`src/rtl/rxq_pkg.sv`:
```
package rxq_pkg;

   localparam int CHAR_W = 8;

   // Error tag carried by each stored character
   typedef struct packed {
      logic brk;
      logic ferr;
      logic perr;
      logic esum;
   } rxq_tag_t;

   localparam int TAG_W = $bits(rxq_tag_t);

   typedef struct packed {
      rxq_tag_t              tag;
      logic [CHAR_W-1:0]     ch;
   } rxq_entry_t;

   // Keeps sel+5 low bits of a character
   function automatic logic [CHAR_W-1:0] len_mask(input logic [1:0] sel);
      return {CHAR_W{1'b1}} >> (2'd3 - sel);
   endfunction

endpackage

```
`src/rtl/rxq_break_det.sv`:
```
module rxq_break_det #(
   parameter int BRK_CHARS = 4,
   localparam int BW = $clog2(BRK_CHARS + 1)
) (
   input  logic clk,
   input  logic rst_n,
   input  logic line_brk,
   input  logic char_tick,
   output logic fire
);

   logic [BW-1:0] held_q;
   logic          done_q;

   always_ff @(posedge clk or negedge rst_n) begin
      if (!rst_n) begin
         held_q <= '0;
         done_q <= 1'b0;
         fire   <= 1'b0;
      end else begin
         fire <= 1'b0;
         if (!line_brk) begin
            held_q <= '0;
            done_q <= 1'b0;
         end else if (char_tick) begin
            if (held_q == BW'(BRK_CHARS)) begin
               if (!done_q) begin
                  fire   <= 1'b1;
                  done_q <= 1'b1;
               end
            end else begin
               held_q <= held_q + 1'b1;
            end
         end
      end
   end

endmodule

```
`src/rtl/rxq_timeout.sv`:
```
module rxq_timeout #(
   parameter int TMO_W    = 6,
   parameter bit SATURATE = 1'b1
) (
   input  logic             clk,
   input  logic             rst_n,
   input  logic             clear,
   input  logic             tick,
   input  logic             enable,
   output logic [TMO_W-1:0] cnt
);

   if (SATURATE) begin : g_sat
      always_ff @(posedge clk or negedge rst_n) begin
         if (!rst_n)                            cnt <= '0;
         else if (clear)                        cnt <= '0;
         else if (tick && enable && cnt != '1)  cnt <= cnt + 1'b1;
      end
   end else begin : g_wrap
      always_ff @(posedge clk or negedge rst_n) begin
         if (!rst_n)               cnt <= '0;
         else if (clear)           cnt <= '0;
         else if (tick && enable)  cnt <= cnt + 1'b1;
      end
   end

endmodule

```
`src/rtl/rxq_store.sv`:
```
module rxq_store
   import rxq_pkg::*;
#(
   parameter int DEPTH = 16,
   localparam int PW = $clog2(DEPTH),
   localparam int LW = $clog2(DEPTH + 1)
) (
   input  logic       clk,
   input  logic       rst_n,
   input  logic       flush,
   input  logic       wide,
   input  logic       push,
   input  rxq_entry_t push_word,
   input  logic       pop,
   output rxq_entry_t head_word,
   output rxq_tag_t   tag_out,
   output logic       full,
   output logic [LW-1:0] level
);

   logic [PW-1:0] wr_ptr, rd_ptr, lim, wr_nxt, rd_nxt;
   logic [LW-1:0] cap;
   logic          push_ok, pop_ok, take;
   rxq_entry_t    mem [DEPTH];

   always_comb begin
      lim     = wide ? PW'(DEPTH - 1) : '0;
      cap     = wide ? LW'(DEPTH) : LW'(1);
      full    = (level >= cap);
      push_ok = push && !full && !flush;
      pop_ok  = pop && (level != '0) && !flush;
      take    = (level != '0) && !flush;
      wr_nxt  = (wr_ptr >= lim) ? '0 : wr_ptr + 1'b1;
      rd_nxt  = (rd_ptr >= lim) ? '0 : rd_ptr + 1'b1;
   end

   assign head_word = mem[rd_ptr];
   assign tag_out   = take ? mem[rd_ptr].tag : '0;

   always_ff @(posedge clk or negedge rst_n) begin
      if (!rst_n) begin
         wr_ptr <= '0;
         rd_ptr <= '0;
         level  <= '0;
      end else if (flush) begin
         wr_ptr <= '0;
         rd_ptr <= '0;
         level  <= '0;
      end else begin
         if (push_ok) wr_ptr <= wr_nxt;
         if (pop_ok)  rd_ptr <= rd_nxt;
         level <= level + LW'(push_ok) - LW'(pop_ok);
      end
   end

   // One slot per entry: written on push, tag wiped once it is merged
   for (genvar i = 0; i < DEPTH; i++) begin : g_slot
      rxq_entry_t slot_q;
      always_ff @(posedge clk or negedge rst_n) begin
         if (!rst_n)
            slot_q <= '0;
         else if (push_ok && wr_ptr == PW'(i))
            slot_q <= push_word;
         else if (take && rd_ptr == PW'(i))
            slot_q.tag <= '0;
      end
      assign mem[i] = slot_q;
   end

endmodule

```
`src/rtl/uart_rx_tagfifo.sv`:
```
module uart_rx_tagfifo
   import rxq_pkg::*;
#(
   parameter int DEPTH     = 16,
   parameter int BRK_CHARS = 4,
   parameter int TMO_W     = 6,
   parameter bit TMO_SAT   = 1'b1,
   localparam int LVL_W    = $clog2(DEPTH + 1)
) (
   input  logic             clk,
   input  logic             rst_n,
   input  logic             fifo_en,
   input  logic             rx_flush,
   input  logic [1:0]       char_len_sel,
   input  logic             parity_en,
   input  logic             rx_valid,
   input  logic [7:0]       rx_char,
   input  logic             rx_perr,
   input  logic             rx_ferr,
   input  logic             line_brk,
   input  logic             char_tick,
   input  logic             rd_pop,
   output logic [7:0]       rd_data,
   input  logic             rd_status,
   output logic             data_ready,
   output logic             overrun,
   output logic             brk_flag,
   output logic             frame_err,
   output logic             parity_err,
   output logic             err_sum,
   output logic [TMO_W-1:0] timeout_cnt,
   output logic [LVL_W-1:0] level
);

   if (DEPTH < 2 || (DEPTH & (DEPTH - 1)) != 0) begin : g_bad_depth
      $error("DEPTH must be a power of two of at least 2");
   end
   if (BRK_CHARS < 1) begin : g_bad_brk
      $error("BRK_CHARS must be at least 1");
   end
   if (TMO_W < 2) begin : g_bad_tmo
      $error("TMO_W must be at least 2");
   end

   logic       brk_fire, arrive, overflow, popping, full;
   rxq_entry_t push_word, head_word;
   rxq_tag_t   merge_tag;

   rxq_break_det #(.BRK_CHARS(BRK_CHARS)) u_brk (
      .clk      (clk),
      .rst_n    (rst_n),
      .line_brk (line_brk),
      .char_tick(char_tick),
      .fire     (brk_fire)
   );

   // A declared break takes the slot of any coincident character
   always_comb begin
      if (brk_fire) begin
         push_word.ch  = '0;
         push_word.tag = '{brk: 1'b1, ferr: 1'b1, perr: parity_en, esum: 1'b1};
      end else begin
         push_word.ch  = rx_char & len_mask(char_len_sel);
         push_word.tag = '{brk: 1'b0, ferr: rx_ferr, perr: rx_perr,
                           esum: rx_ferr | rx_perr};
      end
   end

   assign arrive   = (rx_valid || brk_fire) && !rx_flush;
   assign overflow = arrive && full;
   assign popping  = rd_pop && (level != '0) && !rx_flush;

   rxq_store #(.DEPTH(DEPTH)) u_store (
      .clk      (clk),
      .rst_n    (rst_n),
      .flush    (rx_flush),
      .wide     (fifo_en),
      .push     (arrive),
      .push_word(push_word),
      .pop      (rd_pop),
      .head_word(head_word),
      .tag_out  (merge_tag),
      .full     (full),
      .level    (level)
   );

   assign rd_data = head_word.ch;

   always_ff @(posedge clk or negedge rst_n) begin
      if (!rst_n) begin
         data_ready <= 1'b0;
         overrun    <= 1'b0;
         brk_flag   <= 1'b0;
         frame_err  <= 1'b0;
         parity_err <= 1'b0;
         err_sum    <= 1'b0;
      end else begin
         if (rx_flush)                            data_ready <= 1'b0;
         else if (arrive)                         data_ready <= 1'b1;
         else if (popping && level == LVL_W'(1))  data_ready <= 1'b0;

         overrun    <= (overrun    && !rd_status) || overflow;
         brk_flag   <= (brk_flag   && !rd_status) || merge_tag.brk;
         frame_err  <= (frame_err  && !rd_status) || merge_tag.ferr;
         parity_err <= (parity_err && !rd_status) || merge_tag.perr;
         err_sum    <= (err_sum    && !rd_status) || merge_tag.esum || overflow;
      end
   end

   rxq_timeout #(.TMO_W(TMO_W), .SATURATE(TMO_SAT)) u_tmo (
      .clk   (clk),
      .rst_n (rst_n),
      .clear (arrive),
      .tick  (char_tick),
      .enable(data_ready),
      .cnt   (timeout_cnt)
   );

endmodule

```
`config.mk`:
```
export PLATFORM = sky130hd
export DESIGN_NAME = uart_rx_tagfifo
export DESIGN_NICKNAME = d
export VERILOG_FILES = /design/src/rtl/rxq_pkg.sv /design/src/rtl/rxq_break_det.sv /design/src/rtl/rxq_timeout.sv /design/src/rtl/rxq_store.sv /design/src/rtl/uart_rx_tagfifo.sv
export SDC_FILE = /design/constraint.sdc
export NUM_CORES = 1
export LEC_CHECK = 0
export BUFFER_PORTS_ARGS = -buffer_cell sky130_fd_sc_hd__buf_2
export CAP_MARGIN = 20
export CORE_MARGIN = 1.5
export CORE_UTILIZATION = 46
export CTS_BUF_LIST = sky130_fd_sc_hd__clkbuf_4
export CTS_CLUSTER_DIAMETER = 30
export CTS_CLUSTER_SIZE = 25
export DETAILED_ROUTE_END_ITERATION = 12
export GPL_ROUTABILITY_DRIVEN = 0
export SYNTH_ARGS = -nofsm -noshare
export SYNTH_HDL_FRONTEND = slang
export SYNTH_SLANG_ARGS = --single-unit
```
`constraint.sdc`:
```
create_clock -name clk -period 3.04 [get_ports clk]
set_clock_uncertainty 0.2 [all_clocks]
set_input_delay 0.608 -clock clk [delete_from_list [all_inputs] [get_ports clk]]
set_output_delay 0.608 -clock clk [all_outputs]
set_load 0.05 [all_outputs]
```
Word level (Yosys, flattened, before mapping)
Cells that the tools add are included.
{ "classes": {"addsub": 7, "n_lt_le_gt_ge": 4, "eq_ne": 36, "shifts": 1, "muxes": 61, "n_bitwise": 3, "n_reduce_logical": 82} }
{ "ops": {"columns": ["operator", "n"], "rows": [
  ["4-bit two-way mux", 40],
  ["4-bit == test, second input constant", 16],
  ["12-bit binary-select mux with 4-bit select", 1],
  ["1-bit logical AND", 47],
  ["2-bit nonzero test", 19],
  ["12-bit two-way mux", 3],
  ["4-bit by 3-bit == test with 1-bit output, second input constant", 8],
  ["4-bit by 2-bit == test with 1-bit output, second input constant", 4],
  ["6-bit two-way mux", 2],
  ["1-bit two-way mux", 10],
  ["5-bit two-way mux", 2],
  ["3-bit two-way mux", 3],
  ["4-bit by 1-bit adder with 4-bit output, second input constant", 2],
  ["8-bit bitwise AND", 1],
  ["4-bit by 1-bit == test with 1-bit output, second input constant", 2],
  ["4-bit >= comparator", 2],
  ["4-bit zero test", 2],
  ["8-bit by 2-bit right shift with 8-bit output, first input constant", 1],
  ["1-bit logical OR", 7],
  ["6-bit by 1-bit adder with 6-bit output, second input constant", 1],
  ["6-bit != test, second input constant", 1],
  ["5-bit by 1-bit adder with 5-bit output", 1],
  ["5-bit by 1-bit == test with 1-bit output, second input constant", 1],
  ["5-bit >= comparator", 1],
  ["13 further kinds", 17]
]} }
{ "word_totals": {"register_bits": 222, "inputBits": 22, "out_inout_bits": 25} }

Logic depth before layout (Yosys ltp)
{ "logic_depth": {"ltp_word": 8, "mapped_depth": 15, "depth_no_buf": 15} }

Cells and area by module
From an unflattened synthesis, not the netlist that was laid out.
{ "hier_totals": {"hier_cells": 898, "area_unflattened_um2": 11436.0} }
{ "by_module_without_submodules": {"columns": ["mod", "n_inst", "cells_per_inst", "area_per_inst_um2"], "rows": [
  ["rxq_store", 1, 808, 10486.3],
  ["rxq_timeout", 1, 37, 364.1],
  ["uart_rx_tagfifo", 1, 30, 327.8],
  ["rxq_break_det", 1, 23, 257.7]
]} }

Worst setup path before layout
No wires, ideal clock.
{ "synth_path": {"path_kind": "flip-flop to flip-flop", "start": "reg u_store.level[1]", "end": "reg u_store.level[4]", "setup_ns": 0.131, "arrival_ns": 2.983, "required_ns": 2.709, "setup_slack_ns": -0.274, "stages_incl_launch_ff": 15, "path_buffers": 1, "path_cell_list": "dfrtp_1 -> inv_1 -> ha_1 -> nand2b_1 -> a41oi_4 -> nor3_2 -> buf_2 -> ha_1 -> inv_1 -> fa_1 -> nor2_1 -> nor2_1 -> o21bai_1 -> xnor2_1 -> nor2_1"} }
{ "synth_via": {"elab_chain_len": 7} }
{ "synth_lines": {"columns": ["element", "line", "rtl"], "rows": [
  ["start, declared", "rxq_store.sv:18", "output logic [LW-1:0] level"],
  ["start signal, assigned", "rxq_store.sv:52", "level <= level + LW'(push_ok) - LW'(pop_ok);"],
  ["5-bit >= comparator", "rxq_store.sv:29", "full = (level >= cap);"],
  ["1-bit zero test", "rxq_store.sv:30", "push_ok = push && !full && !flush;"],
  ["1-bit logical AND (2 in a row)", "rxq_store.sv:30", null],
  ["5-bit by 1-bit adder with 5-bit output", "rxq_store.sv:52", null],
  ["5-bit by 1-bit subtractor with 5-bit output (*)", "rxq_store.sv:52", null],
  ["5-bit two-way mux (*)", "rxq_store.sv:45", "end else if (flush) begin"]
]} }
Mark *: on every way between the ends. The rest lies on a longest branch, timed or not.
A chain may end at the register's enable or synchronous reset.

Worst setup path after layout
{ "layout_path": {"start": "reg u_store.rd_ptr[0]", "end": "out rd_data[2]"} }
{ "layout_via": {"elab_chain_len": 4} }
{ "layout_lines": {"columns": ["element", "line", "rtl"], "rows": [
  ["start, declared", "rxq_store.sv:21", "logic [PW-1:0] wr_ptr, rd_ptr, lim, wr_nxt, rd_nxt;"],
  ["start signal, assigned", "rxq_store.sv:51", "if (pop_ok) rd_ptr <= rd_nxt;"],
  ["4-bit NOT with 5-bit output (implied by the code)", "rxq_store.sv:37", "assign head_word = mem[rd_ptr];"],
  ["12-bit binary-select mux with 4-bit select", "rxq_store.sv:37", null],
  ["12-bit two-way mux (2 in a row)", null, null],
  ["end, declared", "uart_rx_tagfifo.sv:23", "output logic [7:0] rd_data,"]
]} }
No other way between the ends. The select of a mux whose other input is x is not followed.

==> flow_metrics.tcl <==
set metrics [dict create \
    hold_class "input pin to flip-flop" \
    vias 7285 \
    ioPinCount 47 \
    grt_antenna_before_repair 1 \
    async_reset_ff_frac 1.00 \
    first_pass_iters 4 \
    worstPathArrival_ns 2.55 \
    first_global_vias 8007 \
    cts.sinks 222 \
    ys.flop_type "dfrtp_1" \
    synthTopCellsByArea "dfrtp_1 (49%), mux4_2 (11%), mux2_4 (9.6%)" \
    startpoint_type "flip-flop" \
    grt_remaining_overflow 0 \
    wire_per_inst_um 22.2 \
    synth.cells.most_frequent "dfrtp_1 (222), mux2_4 (72), mux2_2 (54)" \
    cts_buffers 51 \
    nets 951 \
    yosys_warnings 0 \
    status "finished with violations" \
    coreArea_um2 24200 \
    drive_above_1_share 0.439 \
    finalMaxSlewViolations 0 \
    cts_buffer_depth 3 \
    portBuffers 46 \
    h-tree-depth 2 \
    track_usage 0.232 \
    viasPerCell 5.75 \
    dp_hpwl_mm 19.1 \
    yosys.area.top_type "dfrtp_1" \
    cts.clk_slew.worst_paths_ns 0.07 \
    fp.dieH_um 160 \
    fin_crit_ns 3.36 \
    synthDistinctLibCells 54 \
    worstSetupPathType "flip-flop to output pin" \
    post-route-drc-count 0 \
    std_cell_rows 57 \
    worst_slew_pin_slew_ns 1.07 \
    synth-edff-count 0 \
    final-setup-viol-count 8 \
    synthesis.area_um2 11300 \
    clock_latency_ns 0.65 \
    min_period_over_period 1.11 \
    cts_tree "built" \
    postSynthAreaPerCell_um2 14.1 \
    worstSetupEndpointType "output pin" \
    ys_seq_area_frac 0.491 \
    cts-root-buf "clkbuf_4" \
    syn_inst 801 \
    synthToLayoutAreaGrowth_pct 16.3 \
    slew_headroom 0.283 \
    die_x_um 160 \
    first_iter_violations 410 \
    initial_utilization 0.467 \
    rsz0062_at_grt "true" \
    ys_seq_elements 222 \
    grt_pass1_wl_mm 45.8 \
    violations "setup timing" \
    worst-path-max-fanout 13 \
    p_leak_uw 0.00595 \
    wl_mm 28.1 \
    synth_most_common_cell "dfrtp_1" \
    fmax_mhz 297 \
    hold_viol 0 \
    postLayoutCoreUtil 0.543 \
    die-area_um2 25600 \
    nFillCells 1997 \
    syn-num-nets 853 \
    post-place-ws_ns 0.0465 \
    worst_ir_drop_vdd_uv 326 \
    max-cap-violations 0 \
    fin_ws_ns -0.322 \
    finalPower_uw 9190 \
    synth_top_area_frac 0.491 \
    worst_ep_required_time_ns 2.23 \
    p_per_area_nw_per_um2 698 \
    grt_max_degree 91 \
    final_antenna_net_count 0 \
]
[power breakdown]
group | internal (uW) | switching, uW | leakage, uW
logic | 1180 | 1660 | 0.00243
registers | 3190 | 193 | 0.00306
clock network | 1630 | 1330 | 0.000456
total | 6000 | 3190 | 0.00595
[flip-flops by register name, summed over array words and instances (netlist names)]
register	flops
u_brk.fire	1
data_ready	1
err_sum	1
u_brk.done_q	1
frame_err	1
u_store.rd_ptr	4
brk_flag	1
overrun	1
u_brk.held_q	3
u_store.level	5
u_store.wr_ptr	4
u_store.g_slot.slot_q	192
parity_err	1
u_tmo.cnt	6
[per-layer routing]
layer  GRT usage  part of all wire  vias to the layer above
li1            -                 -                     3219
met1       0.322              0.45                     3796
met2       0.361              0.47                      199
met3      0.0499             0.049                       71
met4      0.0803             0.027                        0
met5           0                 0                        -
[critical path, cell delays in order, from the launching register on]
cell and delay [ns]:
dfrtp_2 0.44, buf_12 0.19, mux4_2 0.56, mux4_2 0.52, buf_6 0.18
[stage by stage]
| step | TNS [ns] | area (um^2) | hold slack, ns | instances |
|---|---|---|---|---|
| CTS | -2.81 | 13100 | 0.0155 | 1262 |
| global placement | 0 | 12200 | 0.225 | 1162 |
| global route | -3.01 | 13200 | 0.0305 | 1266 |
| detailed placement | 0 | 12200 | 0.233 | 1162 |
| finish | -2.17 | 13200 | 0.0738 | 1266 |
| floorplan | 0 | 11400 | 0.112 | 801 |
[timing repair]
item,CTS,global route
setup endpoints to repair,8,9
endpoints found under the hold margin,89,0
hold buffers,2,0
buffers inserted,2,1
cloned,1,0
resized for setup,19,3
[cell usage in the layout (no fill, tap or decap), drive strengths merged, types with 13 or more instances in the layout]
master   synthesis  layout
clkbuf          24      57
nand3           42      42
ha              29      29
buf             38     104
nand2           14      14
mux4            53      53
a22o            32      32
clkinv           0      24
mux2i           13      13
mux2           130     130
o2bb2ai         32      32
dfrtp          222     222
inv             25      26
nor3            22      22
a21oi           24      24
nor2            23      23
[worst paths after layout]
path,start,to,slack [ns],depth (start not counted)
min,rd_status,overrun,0.07,2
min in group asynchronous,rst_n,u_brk.done_q,0.36,2
min reg2reg,u_brk.done_q,u_brk.fire,0.24,1
max reg2reg,u_store.level[2],u_store.level[4],0.20,15
max,u_store.rd_ptr[0],rd_data[2],-0.32,4
max in group asynchronous,rst_n,u_store.level[0],1.45,3
[cells by family (layout without fill, tap and decap cells)]
group	after synthesis	count (layout)	synth area share
DFF	222	222	0.491
muxes	196	196	0.270
and+or+nand+nor	137	137	0.0731
AOI/OAI and AO/OA	120	120	0.0842
buffers and inverters	87	227	0.0410
adders and majority gates	30	30	0.0338
xor gates and xnor gates	9	9	0.00696
other	0	1	0
[layout make-up]
class | instances | area, um^2 | area share
flip-flops and latches | 222 | 5560 | 0.423
multi-input cells | 492 | 5360 | 0.407
repair buffers | 107 | 896 | 0.0681
clock buffers | 56 | 420 | 0.0319
clock inverters | 39 | 412 | 0.0313
well taps | 324 | 405 | 0.0308
inverters | 25 | 103 | 0.00780
diodes | 1 | 2.50 | 0.000190
Power figures use the tool's default switching activity.
